`src/rtl/nco_pkg.sv`:
```
package nco_pkg;
  parameter int unsigned NCO_DEF_W = 20;
endpackage

```
`src/rtl/nco_inc_reg.sv`:
```
module nco_inc_reg #(
  parameter int unsigned INC_W = nco_pkg::NCO_DEF_W
) (
  input  logic             clk_i,
  input  logic             rst_ni,
  input  logic             load_i,
  input  logic [INC_W-1:0] word_i,
  output logic [INC_W-1:0] inc_o,
  output logic             alias_o
);
  localparam logic [INC_W-1:0] HALF_SCALE = {1'b1, {(INC_W-1){1'b0}}};

  logic [INC_W-1:0] inc_q;
  logic             alias_q;

  always_ff @(posedge clk_i or negedge rst_ni) begin
    if (!rst_ni) begin
      inc_q   <= '0;
      alias_q <= 1'b0;
    end else if (load_i) begin
      inc_q   <= word_i;
      alias_q <= (word_i > HALF_SCALE);
    end
  end

  assign inc_o   = inc_q;
  assign alias_o = alias_q;

  a_r7_capture_next: assert property (@(posedge clk_i) disable iff (!rst_ni)
    load_i |=> inc_o == $past(word_i));
  a_r7_keep_without_load: assert property (@(posedge clk_i) disable iff (!rst_ni)
    !load_i |=> $stable(inc_o));
  a_r6_alias_on_load: assert property (@(posedge clk_i) disable iff (!rst_ni)
    load_i |=> alias_o == ($past(word_i) > HALF_SCALE));
endmodule

```
`src/rtl/nco_phase_acc.sv`:
```
module nco_phase_acc #(
  parameter int unsigned ACC_W = nco_pkg::NCO_DEF_W
) (
  input  logic             clk_i,
  input  logic             rst_ni,
  input  logic             en_i,
  input  logic [ACC_W-1:0] inc_i,
  output logic             msb_o,
  output logic             msb_nxt_o
);
  localparam int unsigned MSB = ACC_W - 1;

  logic [ACC_W-1:0] acc_q;
  logic [ACC_W-1:0] acc_sum;

  // carry out dropped by width
  assign acc_sum = acc_q + inc_i;

  always_ff @(posedge clk_i or negedge rst_ni) begin
    if (!rst_ni)   acc_q <= '0;
    else if (en_i) acc_q <= acc_sum;
  end

  assign msb_o     = acc_q[MSB];
  assign msb_nxt_o = en_i ? acc_sum[MSB] : acc_q[MSB];

  a_r8_hold_when_idle: assert property (@(posedge clk_i) disable iff (!rst_ni)
    !en_i |=> $stable(acc_q));
endmodule

```
`src/rtl/nco_post_div.sv`:
```
module nco_post_div (
  input  logic clk_i,
  input  logic rst_ni,
  input  logic msb_i,
  input  logic msb_nxt_i,
  output logic div_o
);
  logic div_q;

  always_ff @(posedge clk_i or negedge rst_ni) begin
    if (!rst_ni)                  div_q <= 1'b0;
    else if (!msb_i && msb_nxt_i) div_q <= ~div_q;
  end

  assign div_o = div_q;

  a_r9_toggle_on_rise: assert property (@(posedge clk_i) disable iff (!rst_ni)
    $rose(msb_i) |-> div_q != $past(div_q));
  a_r9_still_otherwise: assert property (@(posedge clk_i) disable iff (!rst_ni)
    !$rose(msb_i) |-> $stable(div_q));
endmodule

```
`src/rtl/nco_clkgen.sv`:
```
module nco_clkgen #(
  parameter int unsigned ACC_W   = nco_pkg::NCO_DEF_W,
  parameter bit          DIV2_EN = 1'b1
) (
  input  logic             clk_i,
  input  logic             rst_ni,
  input  logic             en_i,
  input  logic             inc_load_i,
  input  logic [ACC_W-1:0] inc_word_i,
  output logic             nco_clk_o,
  output logic             div2_clk_o,
  output logic             alias_o
);
  logic [ACC_W-1:0] inc_q;
  logic             msb, msb_nxt;

  nco_inc_reg #(.INC_W(ACC_W)) u_inc (
    .clk_i   (clk_i),
    .rst_ni  (rst_ni),
    .load_i  (inc_load_i),
    .word_i  (inc_word_i),
    .inc_o   (inc_q),
    .alias_o (alias_o)
  );

  nco_phase_acc #(.ACC_W(ACC_W)) u_acc (
    .clk_i     (clk_i),
    .rst_ni    (rst_ni),
    .en_i      (en_i),
    .inc_i     (inc_q),
    .msb_o     (msb),
    .msb_nxt_o (msb_nxt)
  );

  assign nco_clk_o = msb;

  generate
    if (DIV2_EN) begin : g_div2
      nco_post_div u_div (
        .clk_i     (clk_i),
        .rst_ni    (rst_ni),
        .msb_i     (msb),
        .msb_nxt_i (msb_nxt),
        .div_o     (div2_clk_o)
      );
    end else begin : g_no_div2
      assign div2_clk_o = 1'b0;
    end
  endgenerate

  a_r4_dc_level: assert property (@(posedge clk_i) disable iff (!rst_ni)
    (en_i && inc_q == '0) |=> $stable(nco_clk_o));
  a_r8_outputs_frozen: assert property (@(posedge clk_i) disable iff (!rst_ni)
    !en_i |=> ($stable(nco_clk_o) && $stable(div2_clk_o)));
endmodule

```
`config.mk`:
```
export PLATFORM = sky130hd
export DESIGN_NAME = nco_clkgen
export DESIGN_NICKNAME = d
export VERILOG_FILES = /design/src/rtl/nco_pkg.sv /design/src/rtl/nco_inc_reg.sv /design/src/rtl/nco_phase_acc.sv /design/src/rtl/nco_post_div.sv /design/src/rtl/nco_clkgen.sv
export SDC_FILE = /design/constraint.sdc
export NUM_CORES = 1
export LEC_CHECK = 0
export ABC_AREA = 0
export BUFFER_PORTS_ARGS = -buffer_cell sky130_fd_sc_hd__buf_2
export CAP_MARGIN = 0
export CORE_ASPECT_RATIO = 0.5
export CORE_UTILIZATION = 30
export DETAILED_ROUTE_END_ITERATION = 10
export GPL_ROUTABILITY_DRIVEN = 0
export GPL_TIMING_DRIVEN = 0
export PLACE_DENSITY = 0.48
export SLEW_MARGIN = 20
export SYNTH_ARGS = -nofsm -noshare
export SYNTH_HDL_FRONTEND = slang
export SYNTH_SLANG_ARGS = --single-unit
```
`constraint.sdc`:
```
create_clock -name clk_i -period 2.2 [get_ports clk_i]
set_input_delay 0.11 -clock clk_i [delete_from_list [all_inputs] [get_ports clk_i]]
set_output_delay 0.11 -clock clk_i [all_outputs]
set_load 0.005 [all_outputs]
```
==> out/metrics.yaml, run 1 <==
run_status:
  status: "finished, final reports clean"
power_and_ir_drop:
  p_total_mw: 4.86
  leakagePower_nw: 1.41
  power_density_mw_per_mm2: 1430
  peakVddDrop_uv: 441
layout:
  diodes: 0
  utilization: 0.389
  nets: 342
  fillers: 851
  final_common_cell: "dfrtp_1"
  drive_gt1_frac: 0.405
  syn_to_final_growth_pct: 25.4
  final_cell_mix: "42 x dfrtp_1, 32 x mux2_2, 25 x buf_2"
drt:
  drt_first_pass_iters: 4
  ant_nets: 0
  drt-met1-wl_mm: 3.11
  routed_wirelength_mm: 6.37
  wl_met2_mm: 2.94
  vias_per_cell: 5.15
  met3WireLength_um: 190
  vias: 2144
  wire_per_inst_um: 15.3
  drcViolationCount: 0
  maxUsedRoutingLayer: "met4"
  drtIter0Drc: 132
global_route:
  grt_pass1_wl_mm: 10.5
  grt_max_degree: 43
  gr-usage-all-layers: 0.147
  grt_pass1_vias: 2111
  grt-ovfl-total: 0
  antenna_found_initial: 0
synthesis:
  yosys_warnings: 0
  ys_seq_area_frac: 0.387
  synthTopCellsByArea: "dfrtp_1 39%, mux2_2 14%, ha_1 8.8%"
  synth_fa_ha_area_frac: 0.0950
  synthesis.nets: 298
  yosys.area.top_type_share: 0.387
  synth_compound_area_frac: 0.182
  synth_xor_area_frac: 0.0452
  yosysTopAreaCell: "dfrtp_1"
  ys_types: 52
  ys.flop_type: "dfrtp_1"
  synthSimpleGateAreaFrac: 0.105
  ys_async_sr_fraction: 1.00
  synth.cell_area_sq_mm: 0.00271
  synth_edf_count: 0
  ys_ff_latch: 42
  synthesis.instances: 254
  avgSynthCellArea_sq_um: 10.7
  synthMuxAreaShare: 0.154
  synth_top_family_by_area: "compound AO/OA/AOI/OAI gates"
floorplanning:
  io_pins: 27
  start_util: 0.311
  core_area_sq_mm: 0.00874
  die_area_sq_mm: 0.00945
  dieWidth_um: 137
  std_cell_rows: 24
  fp.dieH_um: 69.3
setup_path:
  ff2ff_path_depth: 7
  path_class: "reg -> reg"
  path_depth: 7
  worst_setup_path_end_kind: "flip-flop"
  crit_slowest_cell: "dfrtp_1"
  crit_chain: "ha_1 -> a211oi_2 -> o211ai_2 -> a21oi_4 -> o221ai_2 -> xor2_1 -> mux2_4"
  slowest_delay_ps: 410
  path_buf_inv: 0
  cp_max_fo: 4
  crit_required_ps: 2370
  start_kind: "flip-flop"
  cp_top_family: "compound AO/OA/AOI/OAI gates"
  worstPathArrival_ps: 2350
sta:
  setup_violations: 0
  min_period_ps: 2170
  worst_pin_slew_ps: 677
  fin_skew_ps: 2.53
  timing.final.ws_setup_ps: 25.6
  maxSlewHeadroom: 0.549
  max_freq_mhz: 460
  fin_hold_ws_ps: 66.9
  maxSlewViolCount: 0
  finalSetupTns_ps: 0
  fin_crit_sh: 0.988
  final_hold_viol_count: 0
  rsz0062_at_grt: "true"
clock_tree:
  cts_tree: "built"
  cts.path.max_buffers: 2
  htree_levels: 2
  root_buffer: "clkbuf_16"
  cts_sinks: 42
  cts_buffers: 5
  insertion_delay_ps: 290
  cts.reportedPaths.clkPinSlew_ps: 60
placement:
  dp_hpwl_mm: 4.54
  place_ws_ps: -165
  io_buffers: 26
flow_run:
  cap_violations: 0
hold_path:
  hp-class: "in -> reg"
  min_path_cells: 2
## registers in the layout (all words and copies together), names as in the netlist
signal,count
g_div2.u_div.div_o,1
u_inc.alias_o,1
u_acc.acc_q,20
u_inc.inc_o,20
## kinds of logic after synthesis
group,after synthesis
DFF,42
xor gates and xnor gates,14
muxes,37
adders and majority gates,20
AOI/OAI and AO/OA,73
buffers and inverters,15
and+or+nand+nor,53
## cell usage after synthesis (all sizes together) (3+ instances only)
library cell   n
mux2          34
inv            5
nand3b         3
nor4           4
xor2           5
nand2         17
nand4          4
o31ai          4
dfrtp         42
buf            8
o21ai         14
a21oi         22
ha            19
nor2           7
a21o           9
a31oi          5
nand3          3
and3           4
mux2i          3
a211oi         3
xnor2          9
nor3           3
o211ai         4
## repair_timing
action | 4_1_cts | 5_1_grt
resized for setup | 7 | 30
setup endpoints to repair | 11 | 11
hold buffers | 0 | 1
endpoints found under the hold margin | 0 | 42
pin swaps | 5 | 16
buffers inserted | 2 | 8
gates cloned | 0 | 0
## report_power, final
part / switching (mW) / internal, mW
Sequential: 0.166 / 1.02
Clock: 0.303 / 0.450
Combinational: 1.48 / 1.45
## metrics by stage
step | instance area, sq um | instances
2_1_floorplan | 2710 | 254
3_3_place_gp | 2990 | 397
3_5_place_dp | 2990 | 397
4_1_cts | 3180 | 407
5_1_grt | 3400 | 416
6_report | 3400 | 416
## worst paths after layout
path                            startpoint              end  slack, ps
setup reg to reg            u_acc.acc_q[1]  u_acc.acc_q[15]         30
hold reg to reg            u_acc.acc_q[10]  u_acc.acc_q[10]        490
min in group asynchronous           rst_ni  u_inc.inc_o[16]        360
setup / recovery            u_acc.acc_q[1]  u_acc.acc_q[15]         30
hold / removal              inc_word_i[12]  u_inc.inc_o[12]         70
max in group asynchronous           rst_ni  u_acc.acc_q[18]       1450
## area by class of cell
type                            instances  area, sq um  area share
Clock buffer                            7          143      0.0419
Inverter                                6         22.5     0.00662
Multi-Input combinational cell        197         1750       0.515
Clock inverter                          1         5.00     0.00147
Sequential cell                        42         1050       0.309
Timing Repair Buffer                   37          218      0.0640
Buffer                                  9         66.3      0.0195
Tap cell                              117          146      0.0430
## routing by layer
metal / up-vias / global-route usage
li1: 1045 / -
met1: 1051 / 0.199
met2: 40 / 0.229
met3: 8 / 0.0314
met4: 0 / 0.0593
met5: - / 0
No activity file was read; power rests on OpenSTA's default activity.
==> run 2: changes to the inputs <==
--- a/config.mk
+++ b/config.mk
@@ -13,7 +13,6 @@
 export DETAILED_ROUTE_END_ITERATION = 10
 export GPL_ROUTABILITY_DRIVEN = 0
 export GPL_TIMING_DRIVEN = 0
-export PLACE_DENSITY = 0.48
 export SLEW_MARGIN = 20
 export SYNTH_ARGS = -nofsm -noshare
 export SYNTH_HDL_FRONTEND = slang
==> run 2 against run 1 <==
Against the previous run: the run now ends with negative hold slack left; worst setup slack better by 19 ps; count of clock-buffer cells in the layout is 2 lower; utilization is 0.50 points lower; global-route usage is 0.53 points lower; critical path depth stayed put; largest power group unchanged.
==> out/metrics.yaml, run 2 (synthesized netlist as in run 1, its figures left out) <==
run_status:
  status: "finished with violations"
  violations: "negative hold slack"
sta:
  fin_skew_ps: 5.13
  min_period_ps: 2160
  maxSlewViolCount: 0
  worst_pin_slew_ps: 982
  max_freq_mhz: 464
  timing.final.ws_setup_ps: 44.3
  setup_violations: 0
  rsz0062_at_grt: "true"
  fin_crit_sh: 0.980
  maxSlewHeadroom: 0.345
  fin_hold_ws_ps: -23.2
  final_hold_viol_count: 36
global_route:
  gr-usage-all-layers: 0.142
  grt_pass1_wl_mm: 10.5
  antenna_found_initial: 0
  grt_max_degree: 43
  grt_pass1_vias: 2165
  grt-ovfl-total: 0
placement:
  place_ws_ps: -105
  post_dp_cell_area_sq_mm: 0.00299
  dp_hpwl_mm: 4.45
  io_buffers: 26
drt:
  drcViolationCount: 0
  wire_per_inst_um: 15.4
  drt_first_pass_iters: 6
  routed_wirelength_mm: 6.31
  drtIter0Drc: 112
  ant_nets: 0
  vias: 2126
  vias_per_cell: 5.19
floorplanning:
  start_util: 0.311
  io_pins: 27
  fp.dieH_um: 69.3
  core_area_sq_mm: 0.00874
  die_area_sq_mm: 0.00945
  std_cell_rows: 24
  dieWidth_um: 137
setup_path:
  rr_endpoint: "u_acc.acc_q[19]"
  crit_required_ps: 2370
  crit_chain: "ha_4 -> a211oi_2 -> o211ai_2 -> a21oi_4 -> nor2_4 -> mux2i_1 -> a2111o_1"
  cp_max_fo: 4
  start_kind: "flip-flop"
  crit_slowest_cell: "dfrtp_2"
  cp_top_family: "compound AO/OA/AOI/OAI gates"
  path_buf_inv: 0
  reg2reg_slack_ps: 40
  worstPathArrival_ps: 2330
  slowest_delay_ps: 450
  worst_setup_path_end_kind: "flip-flop"
  path_depth: 7
  path_class: "reg -> reg"
  ff2ff_path_depth: 7
  timing.rr.start: "u_inc.inc_o[1]"
clock_tree:
  cts.reportedPaths.clkPinSlew_ps: 60
  root_buffer: "clkbuf_16"
  insertion_delay_ps: 290
  htree_levels: 2
  cts_buffers: 5
  cts_sinks: 42
  cts_tree: "built"
  cts.path.max_buffers: 2
  cts.hold.buffers_added: 0
layout:
  syn_to_final_growth_pct: 23.8
  final_area_sq_mm: 0.00336
  final_cell_mix: "41 x dfrtp_1, 32 x mux2_2, 26 x buf_2"
  fillers: 841
  drive_gt1_frac: 0.392
  diodes: 0
  final_common_cell: "dfrtp_1"
  utilization: 0.384
  nets: 336
flow_run:
  cap_violations: 0
hold_path:
  hp-class: "in -> async"
power_and_ir_drop:
  power_density_mw_per_mm2: 1450
  leakagePower_nw: 1.39
  peakVddDrop_uv: 457
  p_total_mw: 4.89
==> run 2: cell types whose count changed in the layout (fill, tap and decap cells not counted), moves of 2 or more <==
cell,previous run,this run
buf_4,13,7
ha_2,5,3
ha_4,2,4
o21ai_1,1,3
a21oi_4,3,1
o21ai_0,11,9
==> run 2: timing repair <==
item / 4_1_cts / 5_1_grt
setup buffers: 4 / 1
setup endpoints to repair: 10 / 12
resized for setup: 7 / 28
pin swaps: 5 / 8
==> run 2: cell type report <==
cell class	instances	area [sq um]	area share
Multi-Input combinational cell	197	1740	0.518
Tap cell	117	146	0.0436
Timing Repair Buffer	31	168	0.0499
Inverter	6	22.5	0.00670
Clock buffer	5	125	0.0372
Clock inverter	3	40.0	0.0119
Buffer	9	66.3	0.0197
Sequential cell	42	1050	0.313
==> run 2: power breakdown <==
part	leakage (nW)	switching, mW	total (mW)	internal (mW)
registers	0.489	0.184	1.20	1.02
clock network	0.0836	0.319	0.851	0.532
logic	0.813	1.43	2.83	1.40
==> run 2: routing by layer <==
| layer | track usage | vias to the layer above | part of all wire | wire length, um |
|---|---|---|---|---|
| met5 | 0 | - | 0 | 0 |
| met4 | 0.0432 | 0 | 0.013 | 79 |
| met3 | 0.0365 | 7 | 0.033 | 205 |
| met2 | 0.238 | 47 | 0.50 | 3160 |
| met1 | 0.179 | 1044 | 0.45 | 2870 |
| li1 | - | 1028 | - | - |
==> run 2: how the worst max path moves through the flow <==
stage / start / slack [ps] / endpoint
2_1_floorplan: u_inc.inc_o[0] / 90 / u_acc.acc_q[16]
3_3_place_gp: u_inc.inc_o[0] / -120 / u_acc.acc_q[14]
3_5_place_dp: u_inc.inc_o[0] / -110 / u_acc.acc_q[14]
4_1_cts: u_inc.inc_o[6] / 6 / u_acc.acc_q[19]
5_1_grt: u_inc.inc_o[1] / -50 / u_acc.acc_q[19]
6_report: u_inc.inc_o[1] / 40 / u_acc.acc_q[19]
==> run 2: metrics by stage <==
stage          setup TNS [ps]  cells
2_1_floorplan               0    254
3_3_place_gp             -478    397
3_5_place_dp             -608    397
4_1_cts                     0    409
5_1_grt                  -159    410
6_report                    0    410
==> run 2: worst register-to-register path, delay by kind of cell (launching register included) <==
family,cells,cell delay [ps]
AO/OA/AOI/OAI,4,1120
adder cells (fa/ha/maj),1,260
flip-flops,1,450
multiplexers,1,120
AND/OR/NAND/NOR,1,80
==> run 3: changes to the inputs <==
--- a/config.mk
+++ b/config.mk
@@ -6,11 +6,11 @@
 export NUM_CORES = 1
 export LEC_CHECK = 0
 export ABC_AREA = 0
-export BUFFER_PORTS_ARGS = -buffer_cell sky130_fd_sc_hd__buf_2
 export CAP_MARGIN = 0
 export CORE_ASPECT_RATIO = 0.5
 export CORE_UTILIZATION = 30
 export DETAILED_ROUTE_END_ITERATION = 10
+export DONT_BUFFER_PORTS = 1
 export GPL_ROUTABILITY_DRIVEN = 0
 export GPL_TIMING_DRIVEN = 0
 export SLEW_MARGIN = 20
==> run 3 against run 2 <==
Against the previous run: the run ends with design-rule violations left; hold slack better by 140 ps; critical path depth unchanged; first-iteration DRC count down 38%; total power fell by 3.3%; largest power group unchanged; count of clock-buffer cells in the layout up 1; highest routed layer unchanged; largest cell class unchanged; sequential cell count stayed put; critical endpoint is now g_div2.u_div.div_o.
==> out/metrics.yaml, run 3 (synthesized netlist as in run 1, its figures left out) <==
hold_path:
  hp-class: "in -> reg"
  min_path_cells: 3
  hold_start: "inc_word_i[17]"
sta:
  rsz0062_at_grt: "true"
  min_period_ps: 2160
  fin_crit_sh: 0.984
  final_hold_viol_count: 0
  fin_skew_ps: 5.75
  worst_pin_slew_ps: 713
  fin_hold_ws_ps: 120
  finalSetupTns_ps: 0
  setup_violations: 0
  max_freq_mhz: 462
  timing.final.ws_setup_ps: 35.5
  maxSlewHeadroom: 0.520
  maxSlewViolCount: 0
floorplanning:
  std_cell_rows: 24
  start_util: 0.311
  core_area_sq_mm: 0.00874
  io_pins: 27
  die_area_sq_mm: 0.00945
  fp.dieH_um: 69.3
  dieWidth_um: 137
setup_path:
  crit_chain: "ha_1 -> o21ai_0 -> a21oi_2 -> a21oi_4 -> nor2_4 -> mux2i_1 -> or3_1"
  ff2ff_path_depth: 7
  cp_max_fo: 6
  slowest_delay_ps: 390
  timing.rr.start: "u_inc.inc_o[5]"
  crit_slowest_cell: "dfrtp_1"
  worstPathArrival_ps: 2320
  worst_setup_path_end_kind: "flip-flop"
  start_kind: "flip-flop"
  startpoint: "u_inc.inc_o[5]"
  path_class: "reg -> reg"
  reg2reg_slack_ps: 40
  critPathCapture: "g_div2.u_div.div_o"
  crit_required_ps: 2350
  rr_endpoint: "g_div2.u_div.div_o"
power_and_ir_drop:
  power.share.combinational: 0.597
  switching_share: 0.394
  intPower_mw: 2.86
  peakVddDrop_uv: 448
  power_density_mw_per_mm2: 1370
  leakagePower_nw: 1.40
  p_total_mw: 4.73
  pwr-share-seq: 0.252
  clkPwrFrac: 0.151
  p_sw_mw: 1.86
global_route:
  grt_pass1_vias: 2232
  grt-ovfl-total: 0
  antenna_found_initial: 0
  grt_max_degree: 43
  gr-usage-all-layers: 0.139
  grt_pass1_wl_mm: 10.4
placement:
  post_dp_cell_area_sq_mm: 0.00286
  io_buffers: 0
  dp_hpwl_mm: 4.30
  place_ws_ps: -115
drt:
  drcViolationCount: 1
  routed_wirelength_mm: 6.40
  vias_per_cell: 5.31
  wire_per_inst_um: 15.6
  drtIter0Drc: 69
  vias: 2176
  drt_first_pass_iters: 7
  ant_nets: 0
layout:
  final_common_cell: "dfrtp_1"
  final_area_sq_mm: 0.00345
  final_cell_mix: "42 x dfrtp_1, 33 x mux2_2, 23 x dlygate4sd3_1"
  multi_input_area_sq_mm: 0.00170
  register_area_sq_mm: 0.00105
  syn_to_final_growth_pct: 27.0
  drive_gt1_frac: 0.294
  nets: 338
  diodes: 0
  fillers: 826
clock_tree:
  htree_levels: 2
  root_buffer: "clkbuf_16"
  cts_sinks: 42
  insertion_delay_ps: 280
  cts_buffers: 5
  cts_tree: "built"
  cts.reportedPaths.clkPinSlew_ps: 60
  cts.path.max_buffers: 2
run_status:
  status: "finished with violations"
  violations: "design-rule violations"
flow_run:
  cap_violations: 0
-- run 3: cell types whose count changed in the layout (fill, tap and decap cells not counted), sizes merged --
cell,change
bufinv,-1
clkinv,-2
dlygate4sd3,+23
buf,-21
clkbuf,+1
-- run 3: final cells by class --
class	instances	share of cell area
inverter	6	0.00653
clock buffer	6	0.0403
timing repair buffer	33	0.0944
multi-input combinational	197	0.492
tap	117	0.0425
buffer	9	0.0192
sequential	42	0.305
-- run 3: worst min path at each step --
stage and endpoint:
4_1_cts u_inc.alias_o, 5_1_grt u_inc.alias_o, 3_3_place_gp u_inc.alias_o, 6_report u_inc.alias_o, 2_1_floorplan g_div2.u_div.div_o, 3_5_place_dp u_inc.alias_o
-- run 3: per-stage QoR --
step	std cells	utilization
after floorplan	254	-
after global placement	371	0.327
after detailed placement	371	0.327
after CTS	404	0.378
after global routing	410	0.394
final	410	0.394
-- run 3: per-layer routing --
metal / part of all wire / GRT usage / wire length, um / up-vias
li1: - / - / - / 1031
met1: 0.43 / 0.173 / 2720 / 1088
met2: 0.51 / 0.239 / 3280 / 43
met3: 0.037 / 0.0234 / 237 / 14
met4: 0.025 / 0.0580 / 161 / 0
met5: 0 / 0 / 0 / -
-- run 3: worst max-delay path, delay by kind of cell, from the launching register on --
family	cells	cell delay (ps)
AOI/OAI and AO/OA	3	680
adders and majority gates	1	390
DFF	1	390
muxes	1	130
and+or+nand+nor	2	450
-- run 3: power by group through the flow --
stage | clock network [mW] | logic, mW | registers, mW
floorplan | 0 | 1.94 | 1.15
global placement | 0 | 2.24 | 1.18
detailed placement | 0 | 2.29 | 1.19
CTS | 0.736 | 2.47 | 1.18
global route | 0.771 | 3.12 | 1.23
finish | 0.714 | 2.82 | 1.19
-- run 3: repair_timing --
item	4_1_cts	5_1_grt
endpoints found under the hold margin	63	0
hold buffers	24	0
buffers inserted	3	6
resized for setup	6	18
setup endpoints to repair	9	10
pin swaps	3	13
